==> config.mk <==
export PLATFORM = sky130hd
export DESIGN_NAME = mdrop_regport
export DESIGN_NICKNAME = d
export VERILOG_FILES = /design/src/rtl/mdrop_pkg.sv /design/src/rtl/mdrop_baud.sv /design/src/rtl/mdrop_rx.sv /design/src/rtl/mdrop_tx.sv /design/src/rtl/mdrop_regport.sv
export SDC_FILE = /design/constraint.sdc
export NUM_CORES = 1
export LEC_CHECK = 0
export ABC_AREA = 1
export CELL_PAD_IN_SITES_DETAIL_PLACEMENT = 0
export CELL_PAD_IN_SITES_GLOBAL_PLACEMENT = 2
export CORE_ASPECT_RATIO = 1.1
export CORE_UTILIZATION = 33
export CTS_CLUSTER_SIZE = 14
export DETAILED_ROUTE_END_ITERATION = 10
export GPL_ROUTABILITY_DRIVEN = 0
export PLACE_DENSITY_LB_ADDON = 0.1
export SLEW_MARGIN = 10
export SYNTH_ARGS = -nofsm -noshare
export SYNTH_HDL_FRONTEND = slang
export SYNTH_SLANG_ARGS = --single-unit
==> constraint.sdc <==
create_clock -name clk -period 2 [get_ports clk]
set_input_delay 0.4 -clock clk [delete_from_list [all_inputs] [get_ports clk]]
set_output_delay 0.4 -clock clk [all_outputs]
set_load 0.01 [all_outputs]
==> src/rtl/mdrop_pkg.sv <==
package mdrop_pkg;

  typedef enum logic [2:0] {
    ST_ADDR,
    ST_REG,
    ST_LOOK,
    ST_WDATA,
    ST_SEND
  } port_st_t;

  // index of the stop bit in a character, counting the start bit as 0
  function automatic logic [3:0] stop_pos(input logic plain);
    return plain ? 4'd9 : 4'd10;
  endfunction

  // serial image of a transmitted byte, bit 0 leaves the line first
  function automatic logic [10:0] tx_image(input logic [7:0] d, input logic plain);
    return {1'b1, plain, d, 1'b0};
  endfunction

  function automatic logic addr_hit(input logic [7:0] ch, input logic [4:0] own);
    return (ch[7:5] == 3'b000) && (ch[4:0] == own);
  endfunction

endpackage

==> src/rtl/mdrop_baud.sv <==
module mdrop_baud #(
  parameter int DIV = 10
) (
  input  logic clk,
  input  logic rst_n,
  output logic tick
);
  localparam int CW = (DIV > 1) ? $clog2(DIV) : 1;
  localparam logic [CW-1:0] LAST = CW'(DIV - 1);

  logic [CW-1:0] cnt;

  always_ff @(posedge clk or negedge rst_n) begin
    if (!rst_n) begin
      cnt  <= '0;
      tick <= 1'b0;
    end else if (cnt == LAST) begin
      cnt  <= '0;
      tick <= 1'b1;
    end else begin
      cnt  <= cnt + 1'b1;
      tick <= 1'b0;
    end
  end

endmodule

==> src/rtl/mdrop_rx.sv <==
module mdrop_rx
  import mdrop_pkg::*;
#(
  parameter int OS = 16
) (
  input  logic       clk,
  input  logic       rst_n,
  input  logic       tick,
  input  logic       en,
  input  logic       plain,
  input  logic       rxd,
  output logic       ch_valid,
  output logic [7:0] ch_data,
  output logic       ch_extra
);
  localparam int PW = $clog2(OS);
  localparam logic [PW-1:0] PH_MID  = PW'(OS / 2 - 1);
  localparam logic [PW-1:0] PH_LAST = PW'(OS - 1);

  logic          s1, s2;
  logic          busy;
  logic [PW-1:0] ph;
  logic [3:0]    bi;
  logic          ext;
  logic          at_sample;

  assign at_sample = (bi == 4'd0) ? (ph == PH_MID) : (ph == PH_LAST);

  always_ff @(posedge clk or negedge rst_n) begin
    if (!rst_n) begin
      s1 <= 1'b1;
      s2 <= 1'b1;
    end else begin
      s1 <= rxd;
      s2 <= s1;
    end
  end

  always_ff @(posedge clk or negedge rst_n) begin
    if (!rst_n) begin
      busy     <= 1'b0;
      ph       <= '0;
      bi       <= '0;
      ext      <= 1'b0;
      ch_valid <= 1'b0;
      ch_data  <= '0;
      ch_extra <= 1'b0;
    end else begin
      ch_valid <= 1'b0;
      if (!en) begin
        busy <= 1'b0;
      end else if (tick) begin
        if (!busy) begin
          if (!s2) begin
            busy <= 1'b1;
            ph   <= '0;
            bi   <= '0;
          end
        end else if (at_sample) begin
          ph <= '0;
          if (bi == 4'd0) begin
            if (s2) busy <= 1'b0;      // start bit did not hold: reject
            else    bi   <= 4'd1;
          end else if (bi == stop_pos(plain)) begin
            busy     <= 1'b0;
            ch_valid <= s2;            // low stop bit: framing error, drop
            ch_extra <= plain ? 1'b0 : ext;
          end else begin
            if (bi <= 4'd8) ch_data[3'(bi - 4'd1)] <= s2;
            else            ext <= s2;
            bi <= bi + 4'd1;
          end
        end else begin
          ph <= ph + 1'b1;
        end
      end
    end
  end

  p_stop_high_r1: assert property (@(posedge clk) disable iff (!rst_n)
    ch_valid |-> $past(s2));
  p_valid_when_enabled_r10: assert property (@(posedge clk) disable iff (!rst_n)
    ch_valid |-> $past(en));

endmodule

==> src/rtl/mdrop_tx.sv <==
module mdrop_tx
  import mdrop_pkg::*;
#(
  parameter int OS = 16
) (
  input  logic       clk,
  input  logic       rst_n,
  input  logic       tick,
  input  logic       go,
  input  logic       plain,
  input  logic [7:0] din,
  output logic       busy,
  output logic       txd,
  output logic       done
);
  localparam int PW = $clog2(OS);
  localparam logic [PW-1:0] PH_LAST = PW'(OS - 1);

  logic [10:0]   image;
  logic [PW-1:0] ph;
  logic [3:0]    bi;

  assign txd = busy ? image[bi] : 1'b1;

  always_ff @(posedge clk or negedge rst_n) begin
    if (!rst_n) begin
      image <= '1;
      busy  <= 1'b0;
      ph    <= '0;
      bi    <= '0;
      done  <= 1'b0;
    end else begin
      done <= 1'b0;
      if (go && !busy) begin
        image <= tx_image(din, plain);
        busy  <= 1'b1;
        ph    <= '0;
        bi    <= '0;
      end else if (busy && tick) begin
        if (ph == PH_LAST) begin
          ph <= '0;
          if (bi == stop_pos(plain)) begin
            busy <= 1'b0;
            done <= 1'b1;
          end else begin
            bi <= bi + 4'd1;
          end
        end else begin
          ph <= ph + 1'b1;
        end
      end
    end
  end

  p_go_idle_r7: assert property (@(posedge clk) disable iff (!rst_n)
    go |-> !busy);

endmodule

==> src/rtl/mdrop_regport.sv <==
module mdrop_regport
  import mdrop_pkg::*;
#(
  parameter int CLK_HZ = 3_072_000,
  parameter int BAUD   = 19_200,
  parameter int OS     = 16,
  parameter int RD_MAX = 3
) (
  input  logic                  clk,
  input  logic                  rst_n,
  input  logic [4:0]            station_addr,
  input  logic                  plain_strap,
  input  logic                  rxd,
  output logic                  txd,
  output logic                  tx_en,
  output logic                  reg_strobe,
  output logic                  reg_write,
  output logic [5:0]            reg_index,
  output logic                  reg_clear,
  output logic [7:0]            reg_wdata,
  input  logic                  rf_wr_ok,
  input  logic [$clog2(RD_MAX+1)-1:0] rf_rd_len,
  input  logic [8*RD_MAX-1:0]   rf_rd_data
);
  localparam int DIV_RAW = CLK_HZ / (BAUD * OS);
  localparam int DIV     = (DIV_RAW < 1) ? 1 : DIV_RAW;
  localparam int LW      = $clog2(RD_MAX + 1);
  localparam int DW      = 8 * RD_MAX;
  localparam logic [LW-1:0] LEN_MAX = LW'(RD_MAX);

  logic          tick;
  logic          ch_valid, ch_extra;
  logic [7:0]    ch_data;
  logic          tx_busy, tx_done, tx_go;
  logic [7:0]    tx_byte;
  port_st_t      st;
  logic          plain;
  logic [4:0]    own;
  logic          addr_char;
  logic [LW-1:0] left;
  logic [DW-1:0] rd_shift;
  logic          clr_q;

  assign plain     = plain_strap || (station_addr == 5'd31);
  assign own       = plain_strap ? 5'd0 : station_addr;
  assign tx_en     = (st == ST_SEND);
  assign addr_char = ch_valid && (plain ? (st == ST_ADDR) : ch_extra);

  mdrop_baud #(.DIV(DIV)) baud_i (.clk(clk), .rst_n(rst_n), .tick(tick));

  mdrop_rx #(.OS(OS)) rx_i (
    .clk(clk), .rst_n(rst_n), .tick(tick), .en(!tx_en), .plain(plain),
    .rxd(rxd), .ch_valid(ch_valid), .ch_data(ch_data), .ch_extra(ch_extra)
  );

  mdrop_tx #(.OS(OS)) tx_i (
    .clk(clk), .rst_n(rst_n), .tick(tick), .go(tx_go), .plain(plain),
    .din(tx_byte), .busy(tx_busy), .txd(txd), .done(tx_done)
  );

  always_ff @(posedge clk or negedge rst_n) begin
    if (!rst_n) begin
      st         <= ST_ADDR;
      reg_strobe <= 1'b0;
      reg_write  <= 1'b0;
      reg_index  <= '0;
      reg_clear  <= 1'b0;
      reg_wdata  <= '0;
      tx_go      <= 1'b0;
      tx_byte    <= '0;
      left       <= '0;
      rd_shift   <= '0;
      clr_q      <= 1'b0;
    end else begin
      reg_strobe <= 1'b0;
      reg_clear  <= 1'b0;
      tx_go      <= 1'b0;
      case (st)
        ST_SEND: begin
          if (tx_done) begin
            if (left <= LW'(1)) begin
              st        <= ST_ADDR;
              reg_clear <= clr_q;
            end else begin
              left     <= left - 1'b1;
              tx_byte  <= rd_shift[7:0];
              rd_shift <= rd_shift >> 8;
              tx_go    <= 1'b1;
            end
          end
        end
        ST_LOOK: begin
          if (rf_wr_ok) begin
            st <= ST_WDATA;
          end else if (rf_rd_len != '0) begin
            reg_strobe <= 1'b1;
            reg_write  <= 1'b0;
            left       <= (rf_rd_len > LEN_MAX) ? LEN_MAX : rf_rd_len;
            tx_byte    <= rf_rd_data[7:0];
            rd_shift   <= rf_rd_data >> 8;
            tx_go      <= 1'b1;
            st         <= ST_SEND;
          end else begin
            st <= ST_ADDR;
          end
        end
        default: begin
          if (addr_char) begin
            st <= addr_hit(ch_data, own) ? ST_REG : ST_ADDR;
          end else if (ch_valid) begin
            if (st == ST_REG) begin
              if (ch_data[6]) begin
                st <= ST_ADDR;
              end else begin
                reg_index <= ch_data[5:0];
                clr_q     <= ch_data[7];
                st        <= ST_LOOK;
              end
            end else if (st == ST_WDATA) begin
              reg_strobe <= 1'b1;
              reg_write  <= 1'b1;
              reg_wdata  <= ch_data;
              st         <= ST_ADDR;
            end
          end
        end
      endcase
    end
  end

  p_line_idle_r9: assert property (@(posedge clk) disable iff (!rst_n)
    !tx_en |-> txd);
  p_busy_in_reply_r9: assert property (@(posedge clk) disable iff (!rst_n)
    tx_busy |-> tx_en);
  p_no_rx_in_reply_r10: assert property (@(posedge clk) disable iff (!rst_n)
    tx_en |-> !ch_valid);
  p_clear_after_last_r8: assert property (@(posedge clk) disable iff (!rst_n)
    reg_clear |-> $past(tx_done));
  p_strobe_pulse_r6: assert property (@(posedge clk) disable iff (!rst_n)
    reg_strobe |=> !reg_strobe);

endmodule

==> impl_metrics.ini <==
[run_status]
outcome = finished, final reports clean

[synthesis]
ys_async_sr_fraction = 1.00
yosysTopAreaCell = dfrtp_1
ys.flop_type = dfrtp_1
synthCells = 587
synth_area_um2 = 4790
yosysMostFrequentCell = nand2_1
ys_warn_count = 0
synth_cell_types = 40
synthTopCellsByCount = nand2_1 (165), dfrtp_1 (83), inv_1 (79)
yosys.area.top_type_share = 0.434
syn_area_per_cell_um2 = 8.16
synth_nets = 629
synth-seq-area-share = 0.500
synth_edf_count = 0
synth_seq_cells = 95
synthTopCellsByArea = dfrtp_1 (43%), nand2_1 (13%), dfstp_2 (6.6%)

[hold_path]
hold_class = in -> async

[sta]
rsz0062_at_grt = true
slew_headroom = 0.645
clock_skew_ns = 0.00475
hold_viol = 0
worst_pin_slew_ns = 0.532
period_needed_ns = 1.90
drv_slew = 0
finalHoldWorstSlack_ns = 0.0864
fin_crit_sh = 0.948
clock.fmax_ghz = 0.527
setup_viol = 0

[drt]
num_vias = 3883
avgViaCountPerCell = 4.55
post-route-drc-count = 0
wl_mm = 11.0
drtIter0Drc = 184
ant_nets = 0
wl_per_cell_um = 12.8
dr.pass1.iters = 4

[power_and_ir_drop]
powerDensity_nw_per_um2 = 650
irDropWorstVdd_uv = 366
leakage_nw = 2.83
fin_total_pwr_mw = 3.91

[critical_path]
cpPeakStageDelay_ns = 0.52
worstPathMaxFanout = 2
cp_cell_sequence = inv_1, a21oi_1, o21ai_0, nand4_1, nand3_1, nand3_1, buf_2
worstSetupStartpointType = flip-flop
arrival_ns = 1.50
slowest_stage = dfstp_2
end_kind = output port
crit_family = flip-flops
cp_data_required_time_ns = 1.60
critPathMostFrequentCell = nand3_1
path_buf_inv = 2
path_class = reg -> out

[clock_network]
clock_latency_ns = 0.34
clock_sinks = 95
clk_path_buf_depth = 2
path_clk_slew_ns = 0.07
cts_max_level = 3
cts_root_buf = clkbuf_16
cts_buffers = 9
cts_tree = built

[grt]
antenna_found_initial = 0
grt_pass1_wl_mm = 18.5
grt_max_degree = 96
grt_overflow_total = 0
grt_usage = 0.161
grt_pass1_vias = 3771

[place]
io_buffer_count = 54
hpwl_mm = 7.94
placed_cells = 834

[die]
die_x_um = 117
die_h_um = 128
io_pins = 55
rows = 45
initial_utilization = 0.343
die_area_um2 = 15000
floorplan.core_area_um2 = 14000

[layout]
nets = 703
drive_gt1_frac = 0.132
final_core_util = 0.431
area_growth_syn_to_layout_pct = 25.8
n_antenna_cell = 0
stdcell_count = 854

[job]
max_cap_viol_count = 0
==> cell families after synthesis <==
group,after synthesis,synth area share
XOR/XNOR,6,0.0110
AND/OR/NAND/NOR,278,0.265
AO/OA/AOI/OAI,95,0.114
multiplexers,1,0.00209
buffers and inverters,106,0.0917
adder cells (fa/ha/maj),6,0.0157
flip-flops,95,0.500
==> state kept, by name, indices dropped and copies added, names as in the netlist, 6 cells and up <==
signal and count:
tx_byte 8, reg_wdata 8, tx_i.image 10, reg_index 6, rx_i.ch_data 8, rd_shift 16
==> metrics by stage <==
step	instance area [um^2]	TNS (ns)	worst slack [ns]
3_5_place_dp	5670	-1.25	-0.0859
6_report	6020	0	0.103
4_1_cts	5970	0	0.0515
3_3_place_gp	5670	-0.353	-0.0351
5_1_grt	6020	-0.0461	-0.0461
2_1_floorplan	4790	0	0.290
==> power by group <==
group / leakage [nW] / total [mW] / internal [mW] / switching [mW]
logic: 1.44 / 0.153 / 0.0816 / 0.0714
clock network: 0.157 / 1.83 / 1.09 / 0.736
registers: 1.24 / 1.93 / 1.93 / 0.00384
==> worst reg2reg max path, delay by kind of cell, from the launching register on <==
kind	cells	cell delay, ns
adders and majority gates	1	0.22
buffers and inverters	2	0.27
DFF	1	0.44
and+or+nand+nor	7	0.76
==> final cells by class <==
cell class | instances | area, um^2
Fill cell | 1499 | 7940
Sequential cell | 95 | 2390
Timing Repair Buffer | 82 | 783
Tap cell | 188 | 235
Inverter | 87 | 327
Clock buffer | 10 | 229
Clock inverter | 6 | 83.8
Multi-Input combinational cell | 386 | 1970
==> per-layer routing <==
metal  vias to the layer above  routed length (um)  share of wire  track usage
met2                        52                4730           0.43        0.238
met1                      1775                5750           0.52        0.231
met3                         8                 310          0.028       0.0278
met5                         -                   0              0            0
li1                       2048                   -              -            -
met4                         0                 166          0.015       0.0648
==> timing repair <==
action                                  in CTS  in global routing
hold buffers                                 0                  0
cloned                                       0                  0
endpoints found under the setup margin       2                  9
resized for setup                            7                  8
buffers inserted                             0                  4
pin swaps                                    0                  5
==> worst paths after layout <==
check,start,end,slack (ns),cells after the start
setup / recovery,tx_i.image[0]$_DFFE_PN1P_,txd,0.10,7
hold / removal,rst_n,reg_wdata[4]$_DFFE_PN0P_,0.09,2
setup reg to reg,rx_i.bi[1]$_DFFE_PN0P_,rx_i.ch_data[5]$_DFFE_PN0P_,0.19,10
hold reg to reg,rx_i.s1$_DFF_PN1_,rx_i.s2$_DFF_PN1_,0.36,0
max in group asynchronous,rst_n,rx_i.bi[1]$_DFFE_PN0P_,1.47,2
min in group clk,rx_i.s1$_DFF_PN1_,rx_i.s2$_DFF_PN1_,0.36,0
==> cells in the final DEF (no fill, tap or decap), types with 12 or more instances in the layout <==
cell type	instances
inv_1	77
dfrtp_1	81
nor2_1	38
buf_4	25
clkdlybuf4s50_1	51
nand4_1	13
dfstp_2	12
nand2_1	165
o21ai_0	52
o211ai_1	18
nand3_1	33
Power figures use the tool's default switching activity.
